$ cat config.mk
export PLATFORM = sky130hd
export DESIGN_NAME = dsp_alu_core
export DESIGN_NICKNAME = d
export VERILOG_FILES = /design/src/rtl/dsp_alu_pkg.sv /design/src/rtl/dsp_alu_rstsync.sv /design/src/rtl/dsp_alu_logic.sv /design/src/rtl/dsp_alu_arith.sv /design/src/rtl/dsp_alu_shift.sv /design/src/rtl/dsp_alu_flags.sv /design/src/rtl/dsp_alu_core.sv
export SDC_FILE = /design/constraint.sdc
export NUM_CORES = 1
export LEC_CHECK = 0
export BUFFER_PORTS_ARGS = -buffer_cell sky130_fd_sc_hd__clkbuf_2
export CAP_MARGIN = 25
export CORE_UTILIZATION = 50
export DETAILED_ROUTE_END_ITERATION = 7
export PLACE_DENSITY_LB_ADDON = 0.05
export SETUP_SLACK_MARGIN = 0.15
export SLEW_MARGIN = 30
export SYNTH_ARGS = -nofsm -noshare
export SYNTH_HDL_FRONTEND = slang
export SYNTH_HIERARCHICAL = 1
export SYNTH_SLANG_ARGS = --single-unit
$ cat constraint.sdc
create_clock -name clk -period 1.6 [get_ports clk]
set_input_delay 0.16 -clock clk [delete_from_list [all_inputs] [get_ports clk]]
set_output_delay 0.16 -clock clk [all_outputs]
set_load 0.01 [all_outputs]
$ cat src/rtl/dsp_alu_pkg.sv
package dsp_alu_pkg;

  localparam logic [3:0] OPC_AND   = 4'h1;
  localparam logic [3:0] OPC_OR    = 4'h2;
  localparam logic [3:0] OPC_XOR   = 4'h3;
  localparam logic [3:0] OPC_ADD   = 4'h4;
  localparam logic [3:0] OPC_SUB   = 4'h5;
  localparam logic [3:0] OPC_ADD48 = 4'h6;
  localparam logic [3:0] OPC_SRA   = 4'h8;
  localparam logic [3:0] OPC_ROR   = 4'h9;
  localparam logic [3:0] OPC_SHL   = 4'hA;
  localparam logic [3:0] OPC_ROL   = 4'hB;
  localparam logic [3:0] OPC_ROL8  = 4'hF;

  typedef enum logic [1:0] {
    GRP_NONE  = 2'd0,
    GRP_LOGIC = 2'd1,
    GRP_ARITH = 2'd2,
    GRP_SHIFT = 2'd3
  } alu_grp_e;

  function automatic alu_grp_e opc_group(input logic [3:0] op);
    alu_grp_e g;
    case (op)
      OPC_AND, OPC_OR, OPC_XOR:                      g = GRP_LOGIC;
      OPC_ADD, OPC_SUB, OPC_ADD48:                   g = GRP_ARITH;
      OPC_SRA, OPC_ROR, OPC_SHL, OPC_ROL, OPC_ROL8:  g = GRP_SHIFT;
      default:                                       g = GRP_NONE;
    endcase
    return g;
  endfunction

endpackage

$ cat src/rtl/dsp_alu_rstsync.sv
module dsp_alu_rstsync #(
  parameter int STAGES = 2
) (
  input  logic clk,
  input  logic rst_n,
  output logic rst_q_n
);

  logic [STAGES-1:0] sync_q;

  always_ff @(posedge clk or negedge rst_n) begin
    if (!rst_n) begin
      sync_q <= '0;
    end else begin
      sync_q <= {sync_q[STAGES-2:0], 1'b1};
    end
  end

  assign rst_q_n = sync_q[STAGES-1];

endmodule

$ cat src/rtl/dsp_alu_logic.sv
module dsp_alu_logic #(
  parameter int LO_W = 32
) (
  input  logic [LO_W-1:0] a_i,
  input  logic [LO_W-1:0] b_i,
  input  logic [1:0]      fn_i,
  output logic [LO_W-1:0] y_o
);

  // fn_i: 1 = and, 2 = or, 3 = xor, 0 = pass a
  for (genvar k = 0; k < LO_W; k++) begin : g_bit
    assign y_o[k] = (fn_i == 2'd1) ? (a_i[k] & b_i[k]) :
                    (fn_i == 2'd2) ? (a_i[k] | b_i[k]) :
                    (fn_i == 2'd3) ? (a_i[k] ^ b_i[k]) : a_i[k];
  end

endmodule

$ cat src/rtl/dsp_alu_arith.sv
module dsp_alu_arith #(
  parameter int LO_W  = 32,
  parameter int ACC_W = 48
) (
  input  logic [ACC_W-1:0] a_i,
  input  logic [ACC_W-1:0] b_i,
  input  logic             sub_i,
  input  logic             wide_i,
  output logic [ACC_W-1:0] y_o,
  output logic             carry_o,
  output logic             ovf_o
);

  logic [LO_W-1:0] b_lo_x;
  logic [LO_W:0]   sum_lo;
  logic [ACC_W:0]  sum_w;

  always_comb begin
    // narrow path: subtract as a + ~b + 1
    b_lo_x = b_i[LO_W-1:0] ^ {LO_W{sub_i}};
    sum_lo = {1'b0, a_i[LO_W-1:0]} + {1'b0, b_lo_x} + {{LO_W{1'b0}}, sub_i};
    sum_w  = {1'b0, a_i} + {1'b0, b_i};
    if (wide_i) begin
      y_o     = sum_w[ACC_W-1:0];
      carry_o = sum_w[ACC_W];
      ovf_o   = (a_i[ACC_W-1] == b_i[ACC_W-1]) && (sum_w[ACC_W-1] != a_i[ACC_W-1]);
    end else begin
      y_o     = {a_i[ACC_W-1:LO_W], sum_lo[LO_W-1:0]};
      // for subtract the adder carry-out is the inverse of the borrow
      carry_o = sum_lo[LO_W] ^ sub_i;
      ovf_o   = (a_i[LO_W-1] == b_lo_x[LO_W-1]) && (sum_lo[LO_W-1] != a_i[LO_W-1]);
    end
  end

endmodule

$ cat src/rtl/dsp_alu_shift.sv
module dsp_alu_shift #(
  parameter int LO_W     = 32,
  parameter int ROT_STEP = 8
) (
  input  logic [LO_W-1:0] a_i,
  input  logic [1:0]      kind_i,
  input  logic            byte_rot_i,
  output logic [LO_W-1:0] y_o,
  output logic            carry_o
);

  localparam int SPLIT = LO_W - ROT_STEP;

  always_comb begin
    if (byte_rot_i) begin
      y_o     = {a_i[SPLIT-1:0], a_i[LO_W-1:SPLIT]};
      carry_o = a_i[SPLIT];
    end else begin
      unique case (kind_i)
        2'd0: begin
          y_o     = {a_i[LO_W-1], a_i[LO_W-1:1]};
          carry_o = a_i[0];
        end
        2'd1: begin
          y_o     = {a_i[0], a_i[LO_W-1:1]};
          carry_o = a_i[0];
        end
        2'd2: begin
          y_o     = {a_i[LO_W-2:0], 1'b0};
          carry_o = a_i[LO_W-1];
        end
        default: begin
          y_o     = {a_i[LO_W-2:0], a_i[LO_W-1]};
          carry_o = a_i[LO_W-1];
        end
      endcase
    end
  end

endmodule

$ cat src/rtl/dsp_alu_flags.sv
module dsp_alu_flags #(
  parameter int LO_W  = 32,
  parameter int ACC_W = 48
) (
  input  logic             clk,
  input  logic             rst_q_n,
  input  logic             upd_i,
  input  logic             wide_i,
  input  logic [ACC_W-1:0] res_i,
  input  logic             carry_i,
  input  logic             ovf_set_i,
  input  logic             ovf_clr_i,
  output logic             c_o,
  output logic             z_o,
  output logic             s_o,
  output logic             v_o
);

  logic c_q, z_q, s_q, v_q;
  logic c_d, z_d, s_d, v_d;
  logic czs_en, v_en;

  always_comb begin
    czs_en = upd_i;
    c_d    = carry_i;
    if (wide_i) begin
      z_d = (res_i == '0);
      s_d = res_i[ACC_W-1];
    end else begin
      z_d = (res_i[LO_W-1:0] == '0);
      s_d = res_i[LO_W-1];
    end
    // clear first, then fold in this cycle's condition
    v_en = ovf_clr_i | ovf_set_i;
    v_d  = (ovf_clr_i ? 1'b0 : v_q) | ovf_set_i;
  end

  always_ff @(posedge clk or negedge rst_q_n) begin
    if (!rst_q_n) begin
      c_q <= 1'b0;
      z_q <= 1'b0;
      s_q <= 1'b0;
    end else if (czs_en) begin
      c_q <= c_d;
      z_q <= z_d;
      s_q <= s_d;
    end
  end

  always_ff @(posedge clk or negedge rst_q_n) begin
    if (!rst_q_n) begin
      v_q <= 1'b0;
    end else if (v_en) begin
      v_q <= v_d;
    end
  end

  assign c_o = c_q;
  assign z_o = z_q;
  assign s_o = s_q;
  assign v_o = v_q;

endmodule

$ cat src/rtl/dsp_alu_core.sv
module dsp_alu_core
  import dsp_alu_pkg::*;
#(
  parameter int LO_W     = 32,
  parameter int ACC_W    = 48,
  parameter int ROT_STEP = 8
) (
  input  logic             clk,
  input  logic             rst_n,
  input  logic             exec_en,
  input  logic [3:0]       opcode,
  input  logic [ACC_W-1:0] acc_in,
  input  logic [ACC_W-1:0] prod_in,
  input  logic             ovf_clr,
  output logic [ACC_W-1:0] result_out,
  output logic             flag_carry,
  output logic             flag_zero,
  output logic             flag_sign,
  output logic             flag_ovf
);

  localparam int HI_W = ACC_W - LO_W;

  logic             rst_q_n;
  alu_grp_e         grp;
  logic [LO_W-1:0]  lg_y;
  logic [ACC_W-1:0] ar_y;
  logic             ar_c, ar_v;
  logic [LO_W-1:0]  sh_y;
  logic             sh_c;
  logic [ACC_W-1:0] res_d, res_q;
  logic             res_en;
  logic             carry_d;
  logic             upd, wide_op, ovf_set;

  dsp_alu_rstsync #(.STAGES(2)) u_rst (
    .clk     (clk),
    .rst_n   (rst_n),
    .rst_q_n (rst_q_n)
  );

  dsp_alu_logic #(.LO_W(LO_W)) u_logic (
    .a_i  (acc_in[LO_W-1:0]),
    .b_i  (prod_in[LO_W-1:0]),
    .fn_i (opcode[1:0]),
    .y_o  (lg_y)
  );

  dsp_alu_arith #(.LO_W(LO_W), .ACC_W(ACC_W)) u_arith (
    .a_i     (acc_in),
    .b_i     (prod_in),
    .sub_i   (opcode == OPC_SUB),
    .wide_i  (opcode == OPC_ADD48),
    .y_o     (ar_y),
    .carry_o (ar_c),
    .ovf_o   (ar_v)
  );

  dsp_alu_shift #(.LO_W(LO_W), .ROT_STEP(ROT_STEP)) u_shift (
    .a_i        (acc_in[LO_W-1:0]),
    .kind_i     (opcode[1:0]),
    .byte_rot_i (opcode == OPC_ROL8),
    .y_o        (sh_y),
    .carry_o    (sh_c)
  );

  // next-state selection
  always_comb begin
    grp     = opc_group(opcode);
    wide_op = (opcode == OPC_ADD48);
    res_en  = exec_en;
    upd     = exec_en && (grp != GRP_NONE);
    ovf_set = exec_en && (grp == GRP_ARITH) && ar_v;
    unique case (grp)
      GRP_LOGIC: begin
        res_d   = {acc_in[ACC_W-1 -: HI_W], lg_y};
        carry_d = 1'b0;
      end
      GRP_ARITH: begin
        res_d   = ar_y;
        carry_d = ar_c;
      end
      GRP_SHIFT: begin
        res_d   = {acc_in[ACC_W-1 -: HI_W], sh_y};
        carry_d = sh_c;
      end
      default: begin
        res_d   = acc_in;
        carry_d = 1'b0;
      end
    endcase
  end

  always_ff @(posedge clk or negedge rst_q_n) begin
    if (!rst_q_n) begin
      res_q <= '0;
    end else if (res_en) begin
      res_q <= res_d;
    end
  end

  dsp_alu_flags #(.LO_W(LO_W), .ACC_W(ACC_W)) u_flags (
    .clk       (clk),
    .rst_q_n   (rst_q_n),
    .upd_i     (upd),
    .wide_i    (wide_op),
    .res_i     (res_d),
    .carry_i   (carry_d),
    .ovf_set_i (ovf_set),
    .ovf_clr_i (ovf_clr),
    .c_o       (flag_carry),
    .z_o       (flag_zero),
    .s_o       (flag_sign),
    .v_o       (flag_ovf)
  );

  assign result_out = res_q;

endmodule

==> results.cfg <==
[run_status]
outcome = finished, violations left
violated_checks = setup timing

[sta]
period_minus_slack_ps = 4233
timing.slew.headroom_pct = 48.31
postLayoutSetupSlackWorst_ps = -2633
max_freq_ghz = 0.2362
report.final.hold_viol_count = 0
max_slew.worst_pin.slew_ps = 775.3
min_period_over_period_pct = 264.6
timing_max_transition_violations_final = 0
unrepaired_setup_endpoints_after_global_routing = yes
fin_skew_ps = 5.166
setup_viol_count_final = 52

[clock_network]
clkSinkCount = 54
htree_num_levels = 2
numCtsBuffers = 5
clock_tree_from_tritoncts = yes
clock_insertion_delay_worst_skew_ps = 290
max-clock-path-buffers = 2
clk_root_buffer_cell = sky130_fd_sc_hd__clkbuf_16
worst_setup_hold_path_clk_slew_ps = 80

[logic_synthesis]
netlist-cell-type-count = 88
yosysSeqAreaShare_pct = 11.62
area_fraction_in_compound_gates_after_synthesis_pct = 25.61
synth.net_count = 1646
postSynthCellCount = 1397
synth-main-ff-cell = sky130_fd_sc_hd__dfrtp_1
post_synth_fa_ha_maj_area_fraction_pct = 15.73
synth_simple_gate_area_share_pct = 12.77
post_synth_mux_area_share_pct = 17.57
combinational_family_with_the_most_area_after_synthesis = compound AO/OA/AOI/OAI gates
synth_enable_flop_cells = 0
postSynthAreaPerCell_sq_um = 8.323
synthesis.area_sq_um = 11630
synth_xor_area_share_pct = 7.457
ys_warn_count = 6
ys_async_sr_fraction_pct = 100.0
ys_seq_elements = 54

[critical_path]
worstSetupEndpointType = flop
timing.critical_path.from = opcode[0]
critPathRequiredTime_ps = 1790
worst_setup_path_start_kind = primary input
crit-reg2reg-launch = result_out[1]
critical-path-top-cell-by-count = sky130_fd_sc_hd__and3_4
cp_slowest_stage_delay_ps = 460
worst_ep_arrival_time_ps = 4430
timing.setup.critical_path_class = primary input to flop
largest_fanout_on_the_critical_path = 6
cp_slowest_cell = sky130_fd_sc_hd__o41ai_2
crit_end = u_flags/z_o
timing.reg2reg.setup_slack_ps = 790
reg2reg_to = result_out[1]
r2r_cells = 1

[routing]
remaining_drc_errors = 0
drt-wirelength-per-cell_um = 19.23
routed_wirelength_um = 42720
dr_total_vias = 12780
drtAntennaViolNets = 0
drt_pass1_iterations = 5
via_per_inst = 5.750
drt-initial-drc-count = 1013

[pwr]
seqPwrFrac_pct = 18.1
fin_total_pwr_w = 0.009655
switching_power_as_a_share_of_total_power_pct = 41.54
power_frac_clock_pct = 11.5
intPower_w = 0.005644
leakage_nw = 8.585
peak_ir_drop_on_the_vdd_network_uv = 575.8
cellPowerDensity_nw_per_um2 = 552.8
power.share.combinational_pct = 70.4
power.switching_w = 0.004011

[floorplan]
core_sq_um = 22710
floorplan.die.height_um = 154.5
initial_core_utilization_pct = 51.20
rows = 55
die_x_um = 154.5
die_footprint_sq_um = 23870
floorplan.io_pins = 156

[placement]
io_buffer_count = 155
place.detailed.hpwl_um = 33430
routability_congestion = 0.9704
detailedPlace.worstSlack_ps = -3092

[global_routing]
first_global_vias = 12450
grt.total_usage_pct = 34.16
gr-total-overflow = 0
grt_start_max_net_pins = 73
grt_first_pass_wirelength_um = 65050
grt_antenna_before_repair = 1

[run]
max_cap_viol = 0

[final_layout]
design.final.nets = 2184
post_route_cells_drive_above_1_share_pct = 47.31
layout-area-overhead-vs-synth_pct = 50.22

[worst_hold_path]
holdCritPathClass = primary input to flop
cells in the final DEF, fill, tap and decap left out, types with 6 or more instances in the layout:
cell type and n:
sky130_fd_sc_hd__o21ai_0 80, sky130_fd_sc_hd__nand2_1 101, sky130_fd_sc_hd__o31ai_1 21, sky130_fd_sc_hd__o21a_1 15, sky130_fd_sc_hd__o21bai_1 10, sky130_fd_sc_hd__mux2_2 8, sky130_fd_sc_hd__ha_4 20, sky130_fd_sc_hd__o21ai_2 10
sky130_fd_sc_hd__and2_1 6, sky130_fd_sc_hd__buf_6 29, sky130_fd_sc_hd__o31ai_2 14, sky130_fd_sc_hd__o21ai_1 53, sky130_fd_sc_hd__buf_4 411, sky130_fd_sc_hd__nor3_1 8, sky130_fd_sc_hd__a21o_1 34, sky130_fd_sc_hd__mux2_4 68
sky130_fd_sc_hd__mux2i_1 33, sky130_fd_sc_hd__xnor2_1 30, sky130_fd_sc_hd__o21ai_4 6, sky130_fd_sc_hd__xor2_1 61, sky130_fd_sc_hd__clkbuf_2 150, sky130_fd_sc_hd__a21oi_1 64, sky130_fd_sc_hd__nand3_1 14, sky130_fd_sc_hd__a32oi_2 27
sky130_fd_sc_hd__nor2b_1 14, sky130_fd_sc_hd__nand2b_1 12, sky130_fd_sc_hd__ha_1 123, sky130_fd_sc_hd__dfrtp_1 53, sky130_fd_sc_hd__nor4_1 8, sky130_fd_sc_hd__buf_12 15, sky130_fd_sc_hd__nor2_1 54, sky130_fd_sc_hd__a21oi_2 17
sky130_fd_sc_hd__a21oi_4 6, sky130_fd_sc_hd__nand4_1 15, sky130_fd_sc_hd__inv_1 150, sky130_fd_sc_hd__mux4_2 28
state kept, by name, indices dropped and copies added (netlist names):
register	cells
u_flags/s_o	1
u_rst/sync_q	2
u_flags/v_o	1
u_flags/z_o	1
u_flags/c_o	1
result_out	48
power by group through the flow:
stage	sequential (W)	clock, W	combinational [W]
2_1_floorplan	0.00185	0	0.00322
3_5_place_dp	0.00175	0	0.00592
3_3_place_gp	0.00174	0	0.00581
5_1_grt	0.00177	0.00116	0.00728
6_report	0.00175	0.00111	0.00680
4_1_cts	0.00174	0.00112	0.00634
cell usage after synthesis, types with 28 or more instances:
library cell / number / area (sq um)
sky130_fd_sc_hd__a21o_1: 34 / 255.2
sky130_fd_sc_hd__a21oi_1: 86 / 430.4
sky130_fd_sc_hd__clkbuf_1: 46 / 172.7
sky130_fd_sc_hd__dfrtp_1: 54 / 1351
sky130_fd_sc_hd__ha_1: 143 / 1789
sky130_fd_sc_hd__inv_1: 151 / 566.8
sky130_fd_sc_hd__mux2_2: 49 / 551.8
sky130_fd_sc_hd__mux2i_1: 35 / 350.3
sky130_fd_sc_hd__mux4_2: 28 / 630.6
sky130_fd_sc_hd__nand2_1: 104 / 390.4
sky130_fd_sc_hd__nor2_1: 57 / 214.0
sky130_fd_sc_hd__o21ai_0: 108 / 540.5
sky130_fd_sc_hd__o21ai_1: 41 / 205.2
sky130_fd_sc_hd__o31ai_1: 38 / 285.3
sky130_fd_sc_hd__xnor2_1: 33 / 289.0
sky130_fd_sc_hd__xor2_1: 66 / 578.1
kinds of logic (layout without fill, tap and decap cells):
family,count (synthesis),after routing
AO/OA/AOI/OAI,426,426
AND/OR/NAND/NOR,296,296
buffers and inverters,233,772
adder cells (fa/ha/maj),145,145
multiplexers,143,143
XOR/XNOR,99,99
flip-flops,54,54
other,1,2
per-stage QoR:
stage	hold WS [ps]	utilization [%]	cell area, sq um	setup TNS [ps]	std cells
after floorplan	-135.6	-	12020	-85040	1397
after global placement	-53.38	69.88	15870	-112880	2168
after detailed placement	-51.41	69.88	15870	-116550	2168
after CTS	101.0	74.21	16850	-90180	2200
after global routing	134.8	76.91	17470	-103680	2222
final	108.5	76.91	17470	-95970	2222
what timing repair did:
action                     in CTS  in global routing
setup buffers                  22                 21
pin swaps                      52                 75
hold endpoints to repair        2                  0
cloned                          1                  0
hold buffers                    1                  0
resized for setup             137                 88
setup endpoints to repair      52                 52
routing by layer:
metal | vias up | track usage, % | part of all wire, %
met5 | - | 0 | 0
met4 | 0 | 9.571 | 2.3
met3 | 67 | 2.998 | 5.7
met2 | 442 | 56.37 | 47
met1 | 6119 | 47.51 | 45
li1 | 6148 | - | -
how the worst min path moves through the flow:
stage	cells past startpoint	slack, ps	endpoint	startpoint
CTS	3	100	u_flags/v_o	ovf_clr
finish	3	110	u_flags/v_o	ovf_clr
detailed placement	1	-50	u_rst/sync_q[0]	rst_n
global placement	1	-50	u_rst/sync_q[0]	rst_n
global route	3	130	u_flags/v_o	ovf_clr
floorplan	0	-140	u_rst/sync_q[0]	rst_n
worst max-delay path, delay by kind of cell:
| kind | cells | cell delay [ps] |
|---|---|---|
| adders and majority gates | 1 | 260 |
| muxes | 1 | 300 |
| AOI/OAI and AO/OA | 9 | 1730 |
| xor gates and xnor gates | 2 | 280 |
| and+or+nand+nor | 8 | 1030 |
| buffers and inverters | 5 | 650 |
cell type report:
type	count	area, sq um
multi-input combinational	1110	10460
fill	1712	5243
timing repair buffer	612	4576
sequential	54	1353
inverter	152	573.1
tap	285	356.6
clock buffer	5	125.1
clock inverter	3	26.28
antenna	1	2.502
No activity file was read; power rests on OpenSTA's default activity.
